==> config.mk <==
export PLATFORM = sky130hd
export DESIGN_NAME = soft_valve_arbiter
export DESIGN_NICKNAME = d
export VERILOG_FILES = /design/src/rtl/soft_valve_pkg.sv /design/src/rtl/soft_valve_ctrl.sv /design/src/rtl/soft_valve_dp.sv /design/src/rtl/soft_valve_arbiter.sv
export SDC_FILE = /design/constraint.sdc
export NUM_CORES = 1
export LEC_CHECK = 0
export BUFFER_PORTS_ARGS = -buffer_cell sky130_fd_sc_hd__clkbuf_2
export CAP_MARGIN = 20
export CORE_ASPECT_RATIO = 0.7
export CORE_UTILIZATION = 33
export CTS_CLUSTER_DIAMETER = 80
export DETAILED_ROUTE_END_ITERATION = 7
export GPL_ROUTABILITY_DRIVEN = 0
export PLACE_DENSITY = 0.56
export SLEW_MARGIN = 40
export SYNTH_ARGS = -nofsm -noshare
export SYNTH_HDL_FRONTEND = slang
export SYNTH_SLANG_ARGS = --single-unit
==> constraint.sdc <==
create_clock -name clk -period 5.3 [get_ports clk]
set_input_delay 0.53 -clock clk [delete_from_list [all_inputs] [get_ports clk]]
set_output_delay 0.53 -clock clk [all_outputs]
set_load 0.02 [all_outputs]
==> src/rtl/soft_valve_pkg.sv <==
package soft_valve_pkg;
  localparam int CLIENTS = 4;
  localparam int PAIRS   = CLIENTS * (CLIENTS - 1) / 2;
  localparam int FIELD_W = 2;
  localparam int SCR_W   = CLIENTS * FIELD_W;
  localparam int CNT_W   = $clog2(CLIENTS);
  localparam int LFSR_W  = 8;
  localparam logic [LFSR_W-1:0] LFSR_TAPS = 8'hB8;

  typedef struct packed {
    logic [CLIENTS-1:0] active;
    logic [CLIENTS-1:0] rise;
    logic [PAIRS-1:0]   tieBit;
    logic               cfgLoad;
  } strobe_t;

  // lower client of pair k
  function automatic int pairLo(input int k);
    int idx = 0;
    int res = 0;
    for (int a = 0; a < CLIENTS; a++)
      for (int b = a + 1; b < CLIENTS; b++) begin
        if (idx == k) res = a;
        idx++;
      end
    return res;
  endfunction

  // upper client of pair k
  function automatic int pairHi(input int k);
    int idx = 0;
    int res = 0;
    for (int a = 0; a < CLIENTS; a++)
      for (int b = a + 1; b < CLIENTS; b++) begin
        if (idx == k) res = b;
        idx++;
      end
    return res;
  endfunction

  function automatic int thrOf(input logic [FIELD_W-1:0] f);
    return (f == '0) ? 1 : int'(f);
  endfunction
endpackage

==> src/rtl/soft_valve_ctrl.sv <==
module soft_valve_ctrl
  import soft_valve_pkg::*;
#(
  parameter logic [LFSR_W-1:0] LFSR_SEED = 8'hA5
) (
  input  logic               clk,
  input  logic               rstN,
  input  logic [CLIENTS-1:0] req,
  input  logic               cfgWrEn,
  output strobe_t            stb,
  output logic               cfgErr
);
  logic [CLIENTS-1:0] prevReq;
  logic [LFSR_W-1:0]  lfsr;
  logic [CLIENTS-1:0] rise;
  logic               multiRise;
  logic               anyReq;

  assign rise      = req & ~prevReq;
  assign multiRise = $countones(rise) > 1;
  assign anyReq    = |req;

  assign stb.active  = req & prevReq;
  assign stb.rise    = rise;
  assign stb.tieBit  = lfsr[PAIRS-1:0];
  assign stb.cfgLoad = cfgWrEn & ~anyReq;

  always_ff @(posedge clk) begin
    if (!rstN) begin
      prevReq <= '0;
      lfsr    <= LFSR_SEED;
      cfgErr  <= 1'b0;
    end else begin
      prevReq <= req;
      if (multiRise) lfsr <= {lfsr[LFSR_W-2:0], ^(lfsr & LFSR_TAPS)};
      if (cfgWrEn && anyReq) cfgErr <= 1'b1;
    end
  end
endmodule

==> src/rtl/soft_valve_dp.sv <==
module soft_valve_dp
  import soft_valve_pkg::*;
(
  input  logic               clk,
  input  logic               rstN,
  input  strobe_t            stb,
  input  logic [SCR_W-1:0]   cfgWrData,
  output logic [CLIENTS-1:0] grant
);
  logic [SCR_W-1:0]   scr;
  logic [PAIRS-1:0]   winLo;
  logic [PAIRS-1:0]   winHi;
  logic [CNT_W-1:0]   winCnt [CLIENTS];
  logic [CLIENTS-1:0] met;

  always_ff @(posedge clk) begin
    if (!rstN) scr <= '0;
    else if (stb.cfgLoad) scr <= cfgWrData;
  end

  for (genvar k = 0; k < PAIRS; k++) begin : g_pair
    localparam int A = pairLo(k);
    localparam int B = pairHi(k);
    logic loBeats;
    always_ff @(posedge clk) begin
      if (!rstN) loBeats <= 1'b1;
      else if (stb.rise[A] && stb.rise[B]) loBeats <= stb.tieBit[k];
      else if (stb.rise[B]) loBeats <= 1'b1;
      else if (stb.rise[A]) loBeats <= 1'b0;
    end
    assign winLo[k] = stb.active[A] & (~stb.active[B] | loBeats);
    assign winHi[k] = stb.active[B] & (~stb.active[A] | ~loBeats);
  end

  always_comb begin
    for (int c = 0; c < CLIENTS; c++) begin
      winCnt[c] = '0;
      for (int k = 0; k < PAIRS; k++) begin
        if (pairLo(k) == c) winCnt[c] = winCnt[c] + CNT_W'(winLo[k]);
        if (pairHi(k) == c) winCnt[c] = winCnt[c] + CNT_W'(winHi[k]);
      end
      met[c] = int'(winCnt[c]) >= thrOf(scr[FIELD_W*c +: FIELD_W]);
    end
  end

  always_ff @(posedge clk) begin
    if (!rstN) grant <= '0;
    else grant <= stb.active & (grant | met);
  end
endmodule

==> src/rtl/soft_valve_arbiter.sv <==
module soft_valve_arbiter
  import soft_valve_pkg::*;
#(
  parameter logic [LFSR_W-1:0] LFSR_SEED = 8'hA5
) (
  input  logic               clk,
  input  logic               rstN,
  input  logic [CLIENTS-1:0] req,
  input  logic               cfgWrEn,
  input  logic [SCR_W-1:0]   cfgWrData,
  output logic [CLIENTS-1:0] grant,
  output logic               cfgErr
);
  strobe_t stb;

  soft_valve_ctrl #(.LFSR_SEED(LFSR_SEED)) ctrlI (
    .clk(clk), .rstN(rstN), .req(req), .cfgWrEn(cfgWrEn),
    .stb(stb), .cfgErr(cfgErr)
  );

  soft_valve_dp dpI (
    .clk(clk), .rstN(rstN), .stb(stb), .cfgWrData(cfgWrData), .grant(grant)
  );
endmodule

After elaboration in Yosys (flattened, before gate mapping)
Index checks and enable logic that the tools add are counted.
Word-level totals
  input port bits: 15
  flip-flop bits (word level): 31
  output and inout bits: 5
  logic and storage cells: 106
Operators by class
  reduce and logical (&&, ||, !) cells: 19
  bitwise gates (word level): 41
  order comparisons: 5
  muxes and demuxes: 19
  add/subtract/negate cells: 11
Operators with widths (number)
  3-bit by 32-bit greater-or-equal comparator with 1-bit output: 4
  32-bit adder: 1
  32-bit by 2-bit greater-than comparator with 1-bit output, second input constant: 1
  3-bit nonzero test: 6
  1-bit two-way mux: 15
  1-bit AND: 13
  1-bit by 1-bit adder with 2-bit output: 6
  4-bit AND: 3
  1-bit bitwise OR: 12
  1-bit NOT: 11
  2-bit by 1-bit adder with 2-bit output: 4
  2-bit logical NOT: 4
  2-bit two-way mux: 4
  8-bit XOR reduction: 1
  1-bit logical AND: 7
  4-bit NOT: 1
  4-bit bitwise OR: 1
  4-bit OR reduction: 1

Longest topological paths before layout
Gate-level depths: netlist (run 1).
  depth in word-level cells: 9
  gate-level depth with buffers: 10
  gate-level depth less buffers: 9

Cells and area by module
From an unflattened synthesis (run 1), not the netlist that was laid out.
Unflattened totals
  cells, all modules: 185
  area total of the unflattened synthesis: 1666.6 µm²
By module, submodules not included
  soft_valve_dp: seq. area each 360.3 µm², times used 1, area each 1058.5 µm², cells an instance 116
  soft_valve_ctrl: seq. area each 260.2 µm², times used 1, area each 608.1 µm², cells an instance 69

Worst setup path after synthesis (run 1)
OpenSTA, ideal clock, no wires.
  kind: input port to flip-flop
  from: input port req[0]
  to: register dpI.grant[1]
  required time: 5177 ps
  data arrival time: 2183 ps
  library setup time: 123 ps
  slack: 2993 ps
  stages on the path: 9
  path buffers: 1
  cell sequence: and2_1 -> clkbuf_1 -> a21oi_1 -> fa_1 -> inv_1 -> ha_1 -> nand2b_1 -> a211oi_1 -> nor3b_1
Between the ends
  cells in the longest elaborated chain, start to end: 9
Ends and longest elaborated chain
  from (decl): line soft_valve_arbiter.sv:8  | input logic [CLIENTS-1:0] req,
  4-bit AND: line soft_valve_ctrl.sv:23  | assign stb.active = req & prevReq;
  1-bit NOT: line soft_valve_dp.sv:32  | assign winHi[k] = stb.active[B] & (~stb.active[A] | ~loBeats);
  1-bit bitwise OR: line soft_valve_dp.sv:32
  1-bit AND: line soft_valve_dp.sv:32
  1-bit by 1-bit adder with 2-bit output: line soft_valve_dp.sv:39  | if (pairLo(k) == c) winCnt[c] = winCnt[c] + CNT_W'(winLo[k]);
  2-bit by 1-bit adder with 2-bit output: line soft_valve_dp.sv:39
  3-bit by 32-bit greater-or-equal comparator with 1-bit output: line soft_valve_dp.sv:42  | met[c] = int'(winCnt[c]) >= thrOf(scr[FIELD_W*c +: FIELD_W]);
  4-bit bitwise OR: line soft_valve_dp.sv:48  | else grant <= stb.active & (grant | met);
  4-bit AND: line soft_valve_dp.sv:48
  to (signal assigned): line soft_valve_dp.sv:48
  to (decl): line soft_valve_dp.sv:8  | output logic [CLIENTS-1:0] grant
No other way between the ends.
A chain may end at the register's enable or synchronous reset.

Final worst setup path (run 1)
  from: input port req[2]
  to: register ctrlI.lfsr[0]
Between the ends
  cells in the longest elaborated chain, start to end: 4
Ends and longest elaborated chain
  4-bit AND: line soft_valve_ctrl.sv:19  | assign rise = req & ~prevReq;
  1-bit by 1-bit adder with 2-bit output (not written as such): line soft_valve_ctrl.sv:20  | assign multiRise = $countones(rise) > 1;
  32-bit adder (not written as such): line soft_valve_ctrl.sv:20
  32-bit by 2-bit greater-than comparator with 1-bit output: line soft_valve_ctrl.sv:20
  to (signal assigned): line soft_valve_ctrl.sv:35  | if (multiRise) lfsr <= {lfsr[LFSR_W-2:0], ^(lfsr & LFSR_TAPS)};
  to (decl): line soft_valve_ctrl.sv:14  | logic [LFSR_W-1:0] lfsr;
No other way between the ends.

==> results.ini, run 1 <==
[outcome]
status = complete, no violations

[yosys]
syn_inst = 193
synth_top_area_share_pct = 37.0
synth_fa_ha_area_share_pct = 14.9
yosys-top-cells-area = dfxtp_1 (37%), ha_1 (8.9%), fa_1 (6.0%)
synth_top_area_cell = dfxtp_1
synth_simple_gate_area_share_pct = 22.4
syn_avg_cell_area_um2 = 8.70
syn-cell-area_um2 = 1680
yosysSeqAreaShare_pct = 37.0
synth_xor_xnor_area_share_pct = 1.56
synth.area.mux_share_pct = 0
ys_warn_count = 0
synth_compound_area_share_pct = 17.8
synth_top_family_by_area = simple AND/OR/NAND/NOR gates
synth_cell_type_count = 28
ys_ff_latch = 31
syn_nets = 225

[timing]
fmax_mhz = 436
tns_ns = 0
finalClockSkew_ns = 0.00375
rsz0062_at_grt = false
whs_ns = 0.473
setup_viol = 0
finalMaxSlewViolations = 0
worst_pin_slew_ns = 0.569
relSlewSlack_pct = 62.1
post-route-min-period_ns = 2.29
finalHoldViolCount = 0
post-route-period-util_pct = 43.3

[clock_network]
cts_buffers = 5
htree_levels = 2
clk_pin_slew_worst_paths_ns = 0.07
post-cts-setup-buffer-count = 0
cts_resized = 0
cts_root_buffer = clkbuf_8
cts.path.max_buffers = 2
clock_sinks = 31
cts_tree = yes
clk_latency_ns = 0.28
holdBufCountCts = 0

[setup_path]
reg2reg_from = ctrlI.prevReq[2]
regToRegSetupSlack_ns = 3.12
cp.depth = 9
r2r-end = ctrlI.lfsr[0]
crit_family = simple AND/OR/NAND/NOR gates
crit_top_cell = nand2_1
crit_type = input port to register
crit_end = ctrlI.lfsr[0]
crit_chain = clkbuf_2 > nor2b_1 > inv_1 > ha_1 > nand2_1 > fa_1 > nand2_1 > nor3b_1 > a31oi_1
critPathCaptureType = register
crit_arrival_ns = 2.43
required_ns = 5.44
critPathSlowestCell = fa_1
crit_path_start = req[2]
cpPeakStageDelay_ns = 0.49
crit_path_start_kind = input port
crit_fanout = 9
critPathBufInv = 2
rr_worst_depth = 8

[global_routing]
antenna_found_initial = 0
grt.total_usage_pct = 13.9
grt_max_degree = 33
grt_pass1_wl_mm = 5.46
grt_pass1_vias = 1116
overflow = 0

[flow_run]
maxCapViolations = 0

[hold_path]
hold_path.class = input port to register

[routing]
dr_wl_met3_um = 152
vias_per_cell = 4.54
drt-met1-wl_mm = 1.88
vias = 1275
drtPass1Iterations = 4
drt_wl_total_mm = 3.24
top_layer = met4
routedWlPerCell_um = 11.5
ant_nets = 0
drc = 0
drt_iter0_markers = 63
wl_met2_mm = 1.16

[final_layout]
multi_input_area_um2 = 951
diodes = 0
area_growth_syn_to_layout_pct = 13.9
final_cell_mix = dfxtp_1 (31), nand2_1 (20), clkbuf_2 (19)
final_nets = 243
seq_area_um2 = 621
final_common_cell = dfxtp_1
drive_gt1_share_pct = 14.2
fill_cells = 536

[floorplan]
dieWidth_um = 87.3
rows = 21
dieArea_um2 = 5380
core_area_um2 = 4830
pin_count = 20
start_util_pct = 34.7
chipHeight_um = 61.7

[power]
leakage_nw = 0.781
pwr_density_cell_nw_per_um2 = 300
peakVddDrop_mv = 0.116

[placement]
portBuffers = 19
hpwl_mm = 2.42

==> cells by family after synthesis <==
family | count (synthesis)
simple gates | 70
fa+ha+maj | 17
flops | 31
xor+xnor | 3
buf+inv | 24
compound gates | 48
==> worst min path at each step <==
stage / startpoint / endpoint / slack (ns) / cells past startpoint
after global placement: ctrlI.lfsr[6] / ctrlI.lfsr[6] / 0.46 / 2
after floorplan: ctrlI.lfsr[6] / ctrlI.lfsr[7] / 0.44 / 2
after CTS: cfgWrData[2] / dpI.scr[2] / 0.46 / 3
final: cfgWrData[5] / dpI.scr[5] / 0.47 / 3
after detailed placement: dpI.scr[4] / dpI.scr[4] / 0.47 / 2
after global routing: cfgWrData[5] / dpI.scr[5] / 0.48 / 3
==> cells in the mapped netlist, drive strengths merged <==
| master | n |
|---|---|
| fa | 5 |
| nand3 | 11 |
| nand2 | 20 |
| a31oi | 4 |
| o21a | 3 |
| and2 | 7 |
| ha | 12 |
| or4 | 1 |
| buf | 1 |
| inv | 16 |
| nor2b | 5 |
| clkbuf | 7 |
| dfxtp | 31 |
| a21boi | 12 |
| a211oi | 5 |
| xnor2 | 3 |
| nand2b | 9 |
| nor3b | 5 |
| o21ai | 15 |
| nor2 | 11 |
| nor4 | 1 |
| a21oi | 9 |
==> cell type report <==
| type | count | share of cell area [%] |
|---|---|---|
| multi-input cells | 138 | 49.7 |
| flip-flops and latches | 31 | 32.4 |
| clock buffers | 8 | 5.23 |
| repair buffers | 19 | 4.97 |
| well taps | 69 | 4.51 |
| inverters | 16 | 3.14 |
==> per-layer routing <==
| metal | global-route usage, % | vias to the layer above |
|---|---|---|
| met5 | 0 | - |
| met4 | 6.32 | 0 |
| met3 | 4.16 | 6 |
| met2 | 16.6 | 24 |
| met1 | 21.7 | 566 |
| li1 | - | 679 |
==> power breakdown <==
| part | internal, mW | switching, mW | total, mW |
|---|---|---|---|
| Sequential | 0.254 | 0.0180 | 0.272 |
| Clock | 0.118 | 0.0889 | 0.207 |
| Combinational | 0.0426 | 0.0523 | 0.0949 |
==> flip-flops by register name, indices dropped and copies added, names as in the netlist <==
name	count
dpI.scr	8
ctrlI.lfsr	8
dpI.grant	4
ctrlI.cfgErr	1
ctrlI.prevReq	4
dpI.g_pair.loBeats	6
==> stage by stage <==
stage / util, % / cell area (um^2) / cells / setup WS (ns) / power (mW)
after floorplan: - / 1680 / 193 / 2.99 / 0.347
after global routing: 39.6 / 1910 / 281 / 2.81 / 0.608
final: 39.6 / 1910 / 281 / 3.01 / 0.574
after CTS: 39.6 / 1910 / 281 / 3.01 / 0.582
after detailed placement: 37.5 / 1810 / 273 / 2.70 / 0.372
after global placement: 37.5 / 1810 / 273 / 2.75 / 0.372
==> tightest hold or removal path: stages <==
cell	delay (ns)
clkbuf_2	0.08
nand3_1	0.05
a21boi_1	0.05
Note: power is estimated with default switching activity, not from simulation.
==> inputs of run 2 (changes only) <==
--- a/config.mk
+++ b/config.mk
@@ -12,7 +12,7 @@
 export CTS_CLUSTER_DIAMETER = 80
 export DETAILED_ROUTE_END_ITERATION = 7
 export GPL_ROUTABILITY_DRIVEN = 0
-export PLACE_DENSITY = 0.56
+export PLACE_DENSITY = 0.58
 export SLEW_MARGIN = 40
 export SYNTH_ARGS = -nofsm -noshare
 export SYNTH_HDL_FRONTEND = slang
==> constraint.sdc (replaced) <==
create_clock -name clk -period 2.1 [get_ports clk]
set_input_delay 0.21 -clock clk [delete_from_list [all_inputs] [get_ports clk]]
set_output_delay 0.21 -clock clk [all_outputs]
set_load 0.02 [all_outputs]
==> run 2 against run 1 <==
Compared with the run above: total power grew to 2.8 times the previous value; critical endpoint is now dpI.grant[3]; via count grew 3.8%; sequential share of layout area shrank 2.1 points; core utilization grew 3.2 points; worst setup slack lost 2.9 ns.
==> results.ini, run 2 (synthesis results as in run 1) <==
[outcome]
status = complete, no violations

[final_layout]
drive_gt1_share_pct = 26.2
diodes = 0
multi_input_area_um2 = 1010
final_nets = 252
post_layout_nonfiller_instances = 290
area_growth_syn_to_layout_pct = 23.1
fill_cells = 504
final_common_cell = dfxtp_1
top_regs = ctrlI.lfsr (8), dpI.scr (8), dpI.g_pair.loBeats (6)
final_util_pct = 42.8
seq_area_um2 = 627
final_cell_mix = dfxtp_1 (28), clkbuf_2 (19), inv_1 (16), nand2_1 (16)

[global_routing]
grt_max_degree = 33
overflow = 0
grt_pass1_vias = 1147
antenna_found_initial = 0
grt_pass1_wl_mm = 5.46
grt.total_usage_pct = 14.0

[power]
power_mw = 1.59
pwr_density_cell_nw_per_um2 = 768
peakVddDrop_mv = 0.300
leakage_nw = 0.856

[clock_network]
htree_levels = 2
cts_tree = yes
cts_root_buffer = clkbuf_8
cts.path.max_buffers = 2
clk_latency_ns = 0.28
cts_buffers = 5
clock_sinks = 31
clk_pin_slew_worst_paths_ns = 0.07

[placement]
hpwl_mm = 2.44
dp_cells = 282
portBuffers = 19
pre_cts_ws_ns = -0.0738

[timing]
post-route-period-util_pct = 95.6
setup_ws_ns = 0.0920
fmax_mhz = 498
worst_pin_slew_ns = 0.550
finalClockSkew_ns = 0.00240
relSlewSlack_pct = 63.4
finalHoldViolCount = 0
finalMaxSlewViolations = 0
post-route-min-period_ns = 2.01
setup_viol = 0
rsz0062_at_grt = true

[setup_path]
r2r-end = dpI.grant[3]
regToRegSetupSlack_ns = 0.09
crit_path_start_kind = register
critPathCaptureType = register
required_ns = 2.27
crit_path_start = ctrlI.prevReq[0]
crit_fanout = 4
rr_worst_depth = 8
reg2reg_from = ctrlI.prevReq[0]
crit_type = register to register
crit_arrival_ns = 2.18
crit_end = dpI.grant[3]

[routing]
drt_wl_total_mm = 3.33
vias_per_cell = 4.56
drc = 0
ant_nets = 0
drt_iter0_markers = 81
vias = 1323
drtPass1Iterations = 4
routedWlPerCell_um = 11.5

[floorplan]
dieWidth_um = 87.3
pin_count = 20
rows = 21
dieArea_um2 = 5380
core_area_um2 = 4830
start_util_pct = 34.7
chipHeight_um = 61.7

[hold_path]
hp-start = cfgWrData[3]
min_delay_path_depth = 3
hold_path.class = input port to register

[flow_run]
maxCapViolations = 0

run 2: cell types whose count changed in the layout (fill, tap and decap cells not counted), sizes merged:
cell / change
bufinv: +1
clkinv: +1
clkbuf: -2
buf: +9
run 2: critical path: stages, from the launching register on:
cell      delay [ns]
dfxtp_1         0.32
and2_4          0.17
a21oi_1         0.09
fa_1            0.54
inv_1           0.04
ha_1            0.27
nand2b_1        0.14
a211oi_1        0.24
nor3b_1         0.08
run 2: per-stage QoR:
step	hold slack [ns]	setup TNS, ns	instance area, um^2
finish	0.153	0	2070
global route	0.151	-0.0271	2070
CTS	0.148	0	2000
detailed placement	0.451	-0.177	1880
global placement	0.447	-0.115	1880
floorplan	0.332	0	1680
run 2: where the power goes:
group          internal [mW]  total, mW  leakage (nW)  switching, mW
clock                  0.384      0.614        0.0612          0.231
combinational          0.142      0.286         0.538          0.144
sequential             0.640      0.688         0.256         0.0480
run 2: final cells by class:
| cell class | count | share of cell area [%] |
|---|---|---|
| Multi-Input combinational cell | 138 | 49.0 |
| Sequential cell | 31 | 30.3 |
| Tap cell | 69 | 4.18 |
| Clock buffer | 6 | 4.00 |
| Inverter | 16 | 2.91 |
| Timing Repair Buffer | 28 | 7.87 |
| Clock inverter | 2 | 1.69 |
run 2: repair_timing:
item / CTS / global route
setup buffers: 0 / 0
resized for setup: 2 / 22
hold buffers: 0 / 0
setup endpoints to repair: 2 / 12
run 2: worst min-delay path by stage:
stage                                  end  slack [ns]
after detailed placement        dpI.scr[3]        0.45
after CTS                       dpI.scr[3]        0.15
after global routing            dpI.scr[3]        0.15
after global placement          dpI.scr[4]        0.45
final                           dpI.scr[3]        0.15
after floorplan           ctrlI.prevReq[0]        0.33
run 2: layer usage:
metal  vias up  global-route usage, %  share of wire (%)
met5         -                      0                  0
met4         0                   7.73                1.5
met2        31                   16.2                 36
met1       585                   21.7                 57
li1        702                      -                  -
met3         5                   4.42                6.0
==> inputs of run 3 (changes only) <==
--- a/config.mk
+++ b/config.mk
@@ -8,12 +8,13 @@
 export BUFFER_PORTS_ARGS = -buffer_cell sky130_fd_sc_hd__clkbuf_2
 export CAP_MARGIN = 20
 export CORE_ASPECT_RATIO = 0.7
-export CORE_UTILIZATION = 33
+export CORE_UTILIZATION = 30
 export CTS_CLUSTER_DIAMETER = 80
 export DETAILED_ROUTE_END_ITERATION = 7
 export GPL_ROUTABILITY_DRIVEN = 0
-export PLACE_DENSITY = 0.58
+export PLACE_DENSITY = 0.54
 export SLEW_MARGIN = 40
 export SYNTH_ARGS = -nofsm -noshare
 export SYNTH_HDL_FRONTEND = slang
+export SYNTH_HIERARCHICAL = 1
 export SYNTH_SLANG_ARGS = --single-unit
==> run 3 against run 2 <==
Compared with the run above: die area increased by 8.9%; clock skew increased by 0.0011 ns; register-to-register slack improved by 0.05 ns; synthesized area decreased by 0.75%; sequential share of layout area increased by 1.7 points; worst hold slack improved by 0.017 ns; first-iteration DRC count decreased by 16%; combinational power decreased by 25%; sequential cell count unchanged; core utilization decreased by 6.1 points; cell area decreased by 6.3%; largest power group unchanged.
==> results.ini, run 3 <==
[yosys]
syn_nets = 213
syn_inst = 185
yosysSeqAreaShare_pct = 37.2
async_flop_share_pct = 0
syn-cell-area_um2 = 1670
ys_warn_count = 6
synthTopCellsByCount = dfxtp_1 (31), inv_1 (21), a21boi_0 (18)
synth_edf_count = 0
ys.flop_type = dfxtp_1
synth.most_common_cell = dfxtp_1
syn_avg_cell_area_um2 = 9.01
synth_cell_type_count = 24
synth_top_area_cell = dfxtp_1
synth_top_area_share_pct = 37.2
yosys-top-cells-area = dfxtp_1 (37%), a21boi_0 (8.1%), fa_1 (6.0%)
ys_ff_latch = 31

[global_routing]
antenna_found_initial = 0
grt_pass1_wl_mm = 5.53
grt.total_usage_pct = 12.0
grt_max_degree = 28
overflow = 0
grt_pass1_vias = 1151

[routing]
routedWlPerCell_um = 11.2
ant_nets = 0
drc = 0
drtPass1Iterations = 4
drt_iter0_markers = 68
vias_per_cell = 4.36
vias = 1229
drt_wl_total_mm = 3.15

[timing]
rsz0062_at_grt = false
relSlewSlack_pct = 67.4
tns_ns = 0
post-route-min-period_ns = 1.96
setup_viol = 0
worst_pin_slew_ns = 0.489
finalClockSkew_ns = 0.00351
fmax_mhz = 511
post-route-period-util_pct = 93.2
finalHoldViolCount = 0
setup_ws_ns = 0.144
finalMaxSlewViolations = 0

[final_layout]
diodes = 0
fill_cells = 582
final_cell_mix = dfxtp_1 (31), inv_1 (21), clkbuf_2 (19)
multi_input_area_um2 = 900
final_nets = 237
final_common_cell = dfxtp_1
top_regs = ctrlI/lfsr (8), dpI/scr (8), dpI/g_pair.loBeats (6)
area_growth_syn_to_layout_pct = 16.2
final_util_pct = 36.6
drive_gt1_share_pct = 20.5
seq_area_um2 = 621

[floorplan]
dieWidth_um = 91.1
chipHeight_um = 64.4
core_area_um2 = 5290
pin_count = 20
dieArea_um2 = 5860
rows = 22
start_util_pct = 31.5

[power]
pwr_density_cell_nw_per_um2 = 717
power_mw = 1.39
peakVddDrop_mv = 0.297
leakage_nw = 0.832

[hold_path]
hold_path.class = input port to register

[setup_path]
crit_path_start_kind = register
crit_arrival_ns = 2.13
critPathSlowestCell = fa_1
crit_chain = and2_2 > a21boi_0 > fa_1 > inv_1 > ha_1 > o21ai_0 > a21oi_2
crit_fanout = 7
required_ns = 2.27
critPathCaptureType = register
crit_type = register to register
cpPeakStageDelay_ns = 0.46

[placement]
portBuffers = 19
hpwl_mm = 2.34
pre_cts_ws_ns = 0.0345

[clock_network]
cts_tree = yes
holdBufCountCts = 0
clock_sinks = 31
clk_pin_slew_worst_paths_ns = 0.07
clk_latency_ns = 0.28
cts_buffers = 5
htree_levels = 2
cts_root_buffer = clkbuf_8
cts.path.max_buffers = 2

[outcome]
status = complete, no violations

[flow_run]
maxCapViolations = 0

[run 3: metrics by stage]
step | instance area [um^2] | hold WS [ns] | cells
3_5_place_dp | 1830 | 0.456 | 274
4_1_cts | 1930 | 0.169 | 282
3_3_place_gp | 1830 | 0.454 | 274
2_1_floorplan | 1670 | 0.282 | 185
5_1_grt | 1940 | 0.171 | 282
6_report | 1940 | 0.171 | 282
[run 3: timing repair]
item | in CTS | in global routing
setup buffers | 0 | 0
setup endpoints to repair | 0 | 4
resized for setup | 0 | 15
[run 3: per-layer routing]
| metal | global-route usage [%] | wire, um | up-vias |
|---|---|---|---|
| met5 | 0 | 0 | - |
| met2 | 15.9 | 1160 | 23 |
| met4 | 2.98 | 7 | 0 |
| met1 | 18.0 | 1830 | 550 |
| li1 | - | - | 654 |
| met3 | 4.17 | 147 | 2 |
[run 3: logic make-up after synthesis]
family                     share of synthesized area [%]
AOI/OAI and AO/OA                                   17.5
xor gates and xnor gates                            1.58
adders and majority gates                           12.0
buffers and inverters                               9.08
DFF                                                 37.2
muxes                                               4.80
and+or+nand+nor                                     17.8
[run 3: worst max-delay path: cells and delay by family, from the launching register on]
kind                     cells  cell delay, ns
flip-flops                   1            0.32
AND/OR/NAND/NOR              1            0.21
adder cells (fa/ha/maj)      2            0.68
buffers and inverters        1            0.07
AO/OA/AOI/OAI                3            0.57
[run 3: report_power, final]
group	internal (mW)	switching, mW
Clock	0.299	0.217
Combinational	0.0984	0.116
Sequential	0.628	0.0298
[run 3: worst paths after layout]
kind	slack, ns	endpoint	start	depth (start not counted)
max	0.14	dpI/grant[1]	ctrlI/prevReq[1]	7
min	0.17	ctrlI/cfgErr	cfgWrEn	3
max reg2reg	0.14	dpI/grant[1]	ctrlI/prevReq[1]	7
min reg2reg	0.47	ctrlI/lfsr[6]	ctrlI/lfsr[6]	2
[run 3: layout make-up]
type | count | area share (%)
inverter | 21 | 4.07
multi-input combinational | 124 | 46.4
clock buffer | 8 | 5.17
tap | 72 | 4.65
timing repair buffer | 26 | 7.62
sequential | 31 | 32.0
